`src/rtl/acc_dp_pkg.sv`:
```
package acc_dp_pkg;

   // ALU conditioning and function controls, taken from the instruction
   typedef struct packed {
      logic clr_x;
      logic inv_x;
      logic clr_y;
      logic inv_y;
      logic fn_add;
      logic inv_out;
   } alu_ctrl_t;

   // Destination store enables, already gated by instruction kind
   typedef struct packed {
      logic to_a;
      logic to_d;
      logic to_m;
   } dest_en_t;

   localparam int unsigned ALU_CTRL_BITS = 6;
   localparam int unsigned DEST_BITS     = 3;

   function automatic alu_ctrl_t unpack_ctrl(input logic [ALU_CTRL_BITS-1:0] raw);
      alu_ctrl_t c;
      c.clr_x   = raw[5];
      c.inv_x   = raw[4];
      c.clr_y   = raw[3];
      c.inv_y   = raw[2];
      c.fn_add  = raw[1];
      c.inv_out = raw[0];
      return c;
   endfunction

endpackage

```
`src/rtl/acc_dp_opcond.sv`:
```
module acc_dp_opcond #(
   parameter int unsigned WIDTH = 16
) (
   input  logic [WIDTH-1:0] op_in,
   input  logic             clr,
   input  logic             inv,
   output logic [WIDTH-1:0] op_out
);

   generate
      if (WIDTH < 1) begin : g_bad_width
         $error("acc_dp_opcond: WIDTH must be positive");
      end
   endgenerate

   logic [WIDTH-1:0] cleared;

   always_comb begin
      cleared = clr ? '0 : op_in;
      op_out  = inv ? ~cleared : cleared;
   end

endmodule

```
`src/rtl/acc_dp_alu.sv`:
```
module acc_dp_alu
   import acc_dp_pkg::*;
#(
   parameter int unsigned WIDTH = 16
) (
   input  logic [WIDTH-1:0] x_in,
   input  logic [WIDTH-1:0] y_in,
   input  alu_ctrl_t        ctrl,
   output logic [WIDTH-1:0] result
);

   localparam int unsigned N_OPS = 2;

   logic [WIDTH-1:0] raw_op  [N_OPS];
   logic [WIDTH-1:0] cond_op [N_OPS];
   logic             clr_sel [N_OPS];
   logic             inv_sel [N_OPS];

   always_comb begin
      raw_op[0]  = x_in;
      raw_op[1]  = y_in;
      clr_sel[0] = ctrl.clr_x;
      clr_sel[1] = ctrl.clr_y;
      inv_sel[0] = ctrl.inv_x;
      inv_sel[1] = ctrl.inv_y;
   end

   generate
      for (genvar g = 0; g < N_OPS; g++) begin : g_cond
         acc_dp_opcond #(.WIDTH(WIDTH)) cond_i (
            .op_in  (raw_op[g]),
            .clr    (clr_sel[g]),
            .inv    (inv_sel[g]),
            .op_out (cond_op[g])
         );
      end
   endgenerate

   logic [WIDTH-1:0] sum_v;
   logic [WIDTH-1:0] and_v;
   logic [WIDTH-1:0] fn_v;

   always_comb begin
      sum_v  = cond_op[0] + cond_op[1];
      and_v  = cond_op[0] & cond_op[1];
      fn_v   = ctrl.fn_add ? sum_v : and_v;
      result = ctrl.inv_out ? ~fn_v : fn_v;
   end

endmodule

```
`src/rtl/acc_dp_decode.sv`:
```
module acc_dp_decode
   import acc_dp_pkg::*;
#(
   parameter int unsigned WIDTH     = 16,
   parameter int unsigned KIND_POS  = 15,
   parameter int unsigned SRC_POS   = 12,
   parameter int unsigned CTRL_LSB  = 6,
   parameter int unsigned DEST_LSB  = 3
) (
   input  logic [WIDTH-1:0] instr,
   output logic             is_compute,
   output logic             x_from_mem,
   output alu_ctrl_t        ctrl,
   output dest_en_t         dest
);

   localparam int unsigned CTRL_MSB = CTRL_LSB + ALU_CTRL_BITS - 1;
   localparam int unsigned DEST_MSB = DEST_LSB + DEST_BITS - 1;

   generate
      if (KIND_POS >= WIDTH || SRC_POS >= WIDTH) begin : g_bad_pos
         $error("acc_dp_decode: kind or source bit outside the word");
      end
      if (CTRL_MSB >= SRC_POS) begin : g_bad_ctrl
         $error("acc_dp_decode: ALU control field overlaps source bit");
      end
      if (DEST_MSB >= CTRL_LSB) begin : g_bad_dest
         $error("acc_dp_decode: destination field overlaps ALU control");
      end
   endgenerate

   logic [DEST_BITS-1:0] dest_raw;

   always_comb begin
      is_compute = instr[KIND_POS];
      x_from_mem = instr[SRC_POS];
      ctrl       = unpack_ctrl(instr[CTRL_MSB:CTRL_LSB]);
      dest_raw   = instr[DEST_MSB:DEST_LSB];
      dest.to_a  = dest_raw[2] & is_compute;
      dest.to_d  = dest_raw[1] & is_compute;
      dest.to_m  = dest_raw[0] & is_compute;
   end

endmodule

```
`src/rtl/acc_dp_reg.sv`:
```
module acc_dp_reg #(
   parameter int unsigned WIDTH = 16
) (
   input  logic             clk,
   input  logic             rst,
   input  logic             ld,
   input  logic [WIDTH-1:0] d,
   output logic [WIDTH-1:0] q
);

   always_ff @(posedge clk) begin
      if (rst)     q <= '0;
      else if (ld) q <= d;
   end

   AST_RESET_ZERO: assert property (@(posedge clk)
      rst |=> (q == '0));

   AST_LOAD_TAKES: assert property (@(posedge clk) disable iff (rst)
      ld |=> (q == $past(d)));

   AST_HOLD_IDLE: assert property (@(posedge clk) disable iff (rst)
      !ld |=> $stable(q));

endmodule

```
`src/rtl/acc_datapath.sv`:
```
module acc_datapath
   import acc_dp_pkg::*;
#(
   parameter int unsigned DATA_W   = 16,
   parameter int unsigned ADDR_W   = 15,
   parameter int unsigned KIND_POS = 15,
   parameter int unsigned SRC_POS  = 12,
   parameter int unsigned CTRL_LSB = 6,
   parameter int unsigned DEST_LSB = 3
) (
   input  logic              clk,
   input  logic              rst,
   input  logic [DATA_W-1:0] instr,
   input  logic [DATA_W-1:0] mem_rdata,
   output logic [ADDR_W-1:0] mem_addr,
   output logic [DATA_W-1:0] mem_wdata,
   output logic              mem_we,
   output logic [DATA_W-1:0] reg_a,
   output logic [DATA_W-1:0] reg_d
);

   localparam int unsigned DEST_A_POS = DEST_LSB + 2;

   generate
      if (ADDR_W >= DATA_W) begin : g_bad_addr
         $error("acc_datapath: address must be narrower than A");
      end
   endgenerate

   logic              is_compute;
   logic              x_from_mem;
   alu_ctrl_t         ctrl;
   dest_en_t          dest;
   logic [DATA_W-1:0] x_op;
   logic [DATA_W-1:0] alu_res;
   logic [DATA_W-1:0] a_next;
   logic              a_ld;

   acc_dp_decode #(
      .WIDTH    (DATA_W),
      .KIND_POS (KIND_POS),
      .SRC_POS  (SRC_POS),
      .CTRL_LSB (CTRL_LSB),
      .DEST_LSB (DEST_LSB)
   ) dec_i (
      .instr      (instr),
      .is_compute (is_compute),
      .x_from_mem (x_from_mem),
      .ctrl       (ctrl),
      .dest       (dest)
   );

   // X operand source choice; Y is hard-wired to D
   always_comb x_op = x_from_mem ? mem_rdata : reg_a;

   acc_dp_alu #(.WIDTH(DATA_W)) alu_i (
      .x_in   (x_op),
      .y_in   (reg_d),
      .ctrl   (ctrl),
      .result (alu_res)
   );

   always_comb begin
      a_ld   = !is_compute || dest.to_a;
      a_next = is_compute ? alu_res : instr;
   end

   acc_dp_reg #(.WIDTH(DATA_W)) a_reg_i (
      .clk (clk),
      .rst (rst),
      .ld  (a_ld),
      .d   (a_next),
      .q   (reg_a)
   );

   acc_dp_reg #(.WIDTH(DATA_W)) d_reg_i (
      .clk (clk),
      .rst (rst),
      .ld  (dest.to_d),
      .d   (alu_res),
      .q   (reg_d)
   );

   always_comb begin
      mem_addr  = reg_a[ADDR_W-1:0];
      mem_wdata = alu_res;
      mem_we    = dest.to_m && !rst;
   end

   AST_WE_QUIET_RESET: assert property (@(posedge clk)
      rst |-> !mem_we);

   AST_LITERAL_TO_A: assert property (@(posedge clk) disable iff (rst)
      !instr[KIND_POS] |=> (reg_a == $past(instr)));

   AST_LITERAL_NO_STORE: assert property (@(posedge clk) disable iff (rst)
      !instr[KIND_POS] |-> !mem_we);

   AST_STORE_KEEPS_A: assert property (@(posedge clk) disable iff (rst)
      (mem_we && !instr[DEST_A_POS]) |=> $stable(reg_a));

endmodule

```
`config.mk`:
```
export PLATFORM = sky130hd
export DESIGN_NAME = acc_datapath
export DESIGN_NICKNAME = d
export VERILOG_FILES = /design/src/rtl/acc_dp_pkg.sv /design/src/rtl/acc_dp_opcond.sv /design/src/rtl/acc_dp_alu.sv /design/src/rtl/acc_dp_decode.sv /design/src/rtl/acc_dp_reg.sv /design/src/rtl/acc_datapath.sv
export SDC_FILE = /design/constraint.sdc
export NUM_CORES = 1
export LEC_CHECK = 0
export ABC_AREA = 1
export BUFFER_PORTS_ARGS = -buffer_cell sky130_fd_sc_hd__buf_2
export CAP_MARGIN = 20
export CORE_MARGIN = 1.5
export CORE_UTILIZATION = 45
export DETAILED_ROUTE_END_ITERATION = 12
export PLACE_DENSITY = 0.8
export SYNTH_ARGS = -nofsm -noshare
export SYNTH_HDL_FRONTEND = slang
export SYNTH_SLANG_ARGS = --single-unit
```
`constraint.sdc`:
```
create_clock -name clk -period 3.4 [get_ports clk]
set_input_delay 0.68 -clock clk [delete_from_list [all_inputs] [get_ports clk]]
set_output_delay 0.68 -clock clk [all_outputs]
set_load 0.01 [all_outputs]
```
==> qor.yml <==
timing:
  fin_ws_ns: -0.253
  tightestPinTransition_ns: 0.685
  slew_headroom_pct: 54.3
  period_needed_ns: 3.65
  setup_tns_ns: -1.83
  rsz0062_at_grt: "yes"
  drv_slew: 0
  fin_crit_sh_pct: 107
  holdWs_ns: 0.498
  max_clock_freq_mhz: 274
  finalClockSkew_ns: 0.00989
  setup_viol: 12
  final-hold-violation-count: 0
pwr:
  clockPowerShare_pct: 19.7
  sw_frac_of_total_pct: 42.8
  switchingPower_mw: 0.904
  combPwrFrac_pct: 59.8
  p_leak_nw: 2.70
  p_seq_share_pct: 20.5
  vdd_drop_max_uv: 300
  p_int_mw: 1.21
  p_per_area_nw_per_um2: 418
clocking:
  htree_levels: 2
  cts_tree: "yes"
  cts_root_buf: "clkbuf_8"
  cts_buffer_depth: 2
  worstSkewPairLatency_ns: 0.30
  cts_buffers: 5
  cts.sinks: 32
  path_clk_slew_ns: 0.08
final_layout:
  area_growth_pct: 43.9
  final_nets: 781
  insertedDiodeCount: 0
  final_cells: 833
  fillers: 601
  drive_gt1_share_pct: 39.9
  finalInstanceArea_um2: 5050
logic_synthesis:
  syn-num-nets: 651
  synth-warning-count: 0
  syn-cell-area_um2: 3510
  synthDistinctLibCells: 34
  ys_seq_area_share_pct: 18.2
  ys_seq_elements: 32
  synth_area_leader_cell: "dfxtp_1"
  synth_area_per_cell_um2: 5.86
  yosys-top-cells-area: "dfxtp_1 18%, nand2_1 17%, inv_1 9.9%"
  netlist_instances: 600
  yosysTopAreaCellShare_pct: 18.2
placement:
  portBuffers: 97
  gp_routability_congestion: 0.930
  dpl.hpwl_mm: 8.38
  dp_cells: 799
  placed_cell_area_um2: 4190
  pre_cts_slack_ns: -0.257
route:
  dr.pass1.iters: 6
  ant_nets: 0
  routed_wl_mm: 13.0
  via_count: 4486
  drt-initial-drc-count: 503
  avgRoutedWirePerCell_um: 15.6
  vias_per_cell: 5.39
  drc: 0
grt:
  grt_pass1_vias: 4136
  grt_use_total_pct: 28.3
  grt_pass1_wl_mm: 19.1
  antenna_found_initial: 0
  grt_max_degree: 34
  grt_overflow: 0
worst_setup_path:
  path_max_fanout: 6
  worstPathArrival_ns: 2.97
  end_kind: "primary output"
  cpMaxStageDelayCell: "xor2_1"
  cpMostUsedCell: "nand2_2"
  worstSetupPathType: "input pin to primary output"
  crit_chain: "buf_12 -> inv_8 -> buf_12 -> a21oi_1 -> o21ai_1 -> xor2_1 -> ha_4 -> nand2_1 -> nand2_2 -> nand2_2 -> nand2_2 -> a21oi_4 -> buf_4 -> nand3_1 -> nand3_2 -> nand2_2 -> nand2_1 -> nand2_2 -> buf_6"
  cp_slowest_stage_delay_ns: 0.29
  cp.required_ns: 2.72
  cp-start-kind: "input pin"
die:
  coreArea_um2: 7650
  io_pins: 98
  die_area_um2: 8350
  die_h_um: 91.4
  rows: 32
  die_w_um: 91.4
  start_util_pct: 45.9
status:
  outcome: "finished with violations"
  violations: "setup timing"
worst_hold_path:
  hold_class: "flop to flop"
flow_run:
  maxCapViolations: 0
## timing repair
item	4_1_cts	5_1_grt
hold buffers	0	0
endpoints found under the setup margin	14	15
cloned	2	1
setup buffers	21	4
pin swaps	66	43
gates resized for setup	97	53
## path summary, 6_finish.rpt
| path | startpoint | end | slack [ns] | cells after the start |
|---|---|---|---|---|
| worst max-delay path | instr[12] | mem_wdata[14] | -0.25 | 19 |
| worst min-delay path | a_reg_i.q[15] | a_reg_i.q[15] | 0.50 | 2 |
| worst max register to register | a_reg_i.q[0] | a_reg_i.q[14] | -0.03 | 25 |
| worst min register to register | a_reg_i.q[15] | a_reg_i.q[15] | 0.50 | 2 |
## flip-flops by register name, indices dropped and copies added, names as in the netlist
register and count:
d_reg_i.q 16, a_reg_i.q 16
## cell usage after synthesis, drive strengths merged
master	n
nand2	170
inv	98
nor2	66
nand3	50
xor2	40
o21ai	37
dfxtp	32
a21oi	29
buf	26
ha	16
clkbuf	11
o22ai	7
a31oi	5
and2	3
or2	3
clkinv	2
dlygate4sd1	1
fa	1
nand3b	1
o211ai	1
xnor2	1
## cell type report
type	instances	area, um2	area share (%)
Clock buffer	7	96.3	1.91
Clock inverter	1	30.0	0.594
Inverter	100	385	7.62
Multi-Input combinational cell	430	2670	52.7
Sequential cell	32	641	12.7
Tap cell	102	128	2.52
Timing Repair Buffer	160	1100	21.8
Timing Repair inverter	1	7.51	0.149
## worst max-delay path: cells and delay by family
family	cells	cell delay (ns)
AND/OR/NAND/NOR	9	0.75
XOR/XNOR	1	0.29
buffers and inverters	5	0.53
adder cells (fa/ha/maj)	1	0.27
AO/OA/AOI/OAI	3	0.44
## cell families after synthesis
group / after synthesis / share of synthesized area [%]
AOI/OAI and AO/OA: 79 / 12.3
buffers and inverters: 138 / 17.4
xor gates and xnor gates: 41 / 10.4
and+or+nand+nor: 293 / 35.4
adders and majority gates: 17 / 6.27
DFF: 32 / 18.2
## power by group through the flow
| stage | Clock (mW) | Sequential, mW | Combinational (mW) |
|---|---|---|---|
| after floorplan | 0 | 0.449 | 0.610 |
| after global placement | 0 | 0.437 | 0.902 |
| after detailed placement | 0 | 0.439 | 0.926 |
| after CTS | 0.415 | 0.431 | 1.12 |
| after global routing | 0.435 | 0.435 | 1.37 |
| final | 0.417 | 0.433 | 1.26 |
## placed cells by master, fill, tap and decap left out, types with 4 or more instances in the layout
master | netlist | layout
nand3_2 | 6 | 12
o22ai_1 | 7 | 7
a21oi_2 | 2 | 13
nand3_1 | 44 | 37
o21ai_0 | 24 | 9
buf_6 | 3 | 11
o21ai_1 | 10 | 21
nand2_2 | 10 | 45
nor2_2 | 2 | 6
ha_4 | 0 | 5
dfxtp_1 | 32 | 32
xor2_1 | 39 | 37
nor2_4 | 0 | 6
clkbuf_8 | 0 | 7
buf_2 | 4 | 89
ha_1 | 16 | 8
inv_1 | 93 | 89
a21oi_1 | 27 | 13
a31oi_1 | 5 | 5
o21ai_2 | 3 | 7
nor2_1 | 64 | 54
inv_2 | 5 | 8
buf_4 | 16 | 54
nand2_4 | 0 | 4
nand2_1 | 160 | 121
## metal layers
layer  vias up  part of all wire, %  track usage (%)
met5         -                    0                0
met4         0                  5.1             12.4
met3        77                  8.7             3.35
met2       287                   49             50.8
met1      2025                   37             33.4
li1       2097                    -                -
## stage by stage
step                      power [mW]  utilization, %
after global placement          1.34            54.8
after floorplan                 1.06               -
after detailed placement        1.36            54.8
final                           2.11            66.1
after global routing            2.24            66.1
after CTS                       1.96            62.8
(Power assumes the default switching activity.)
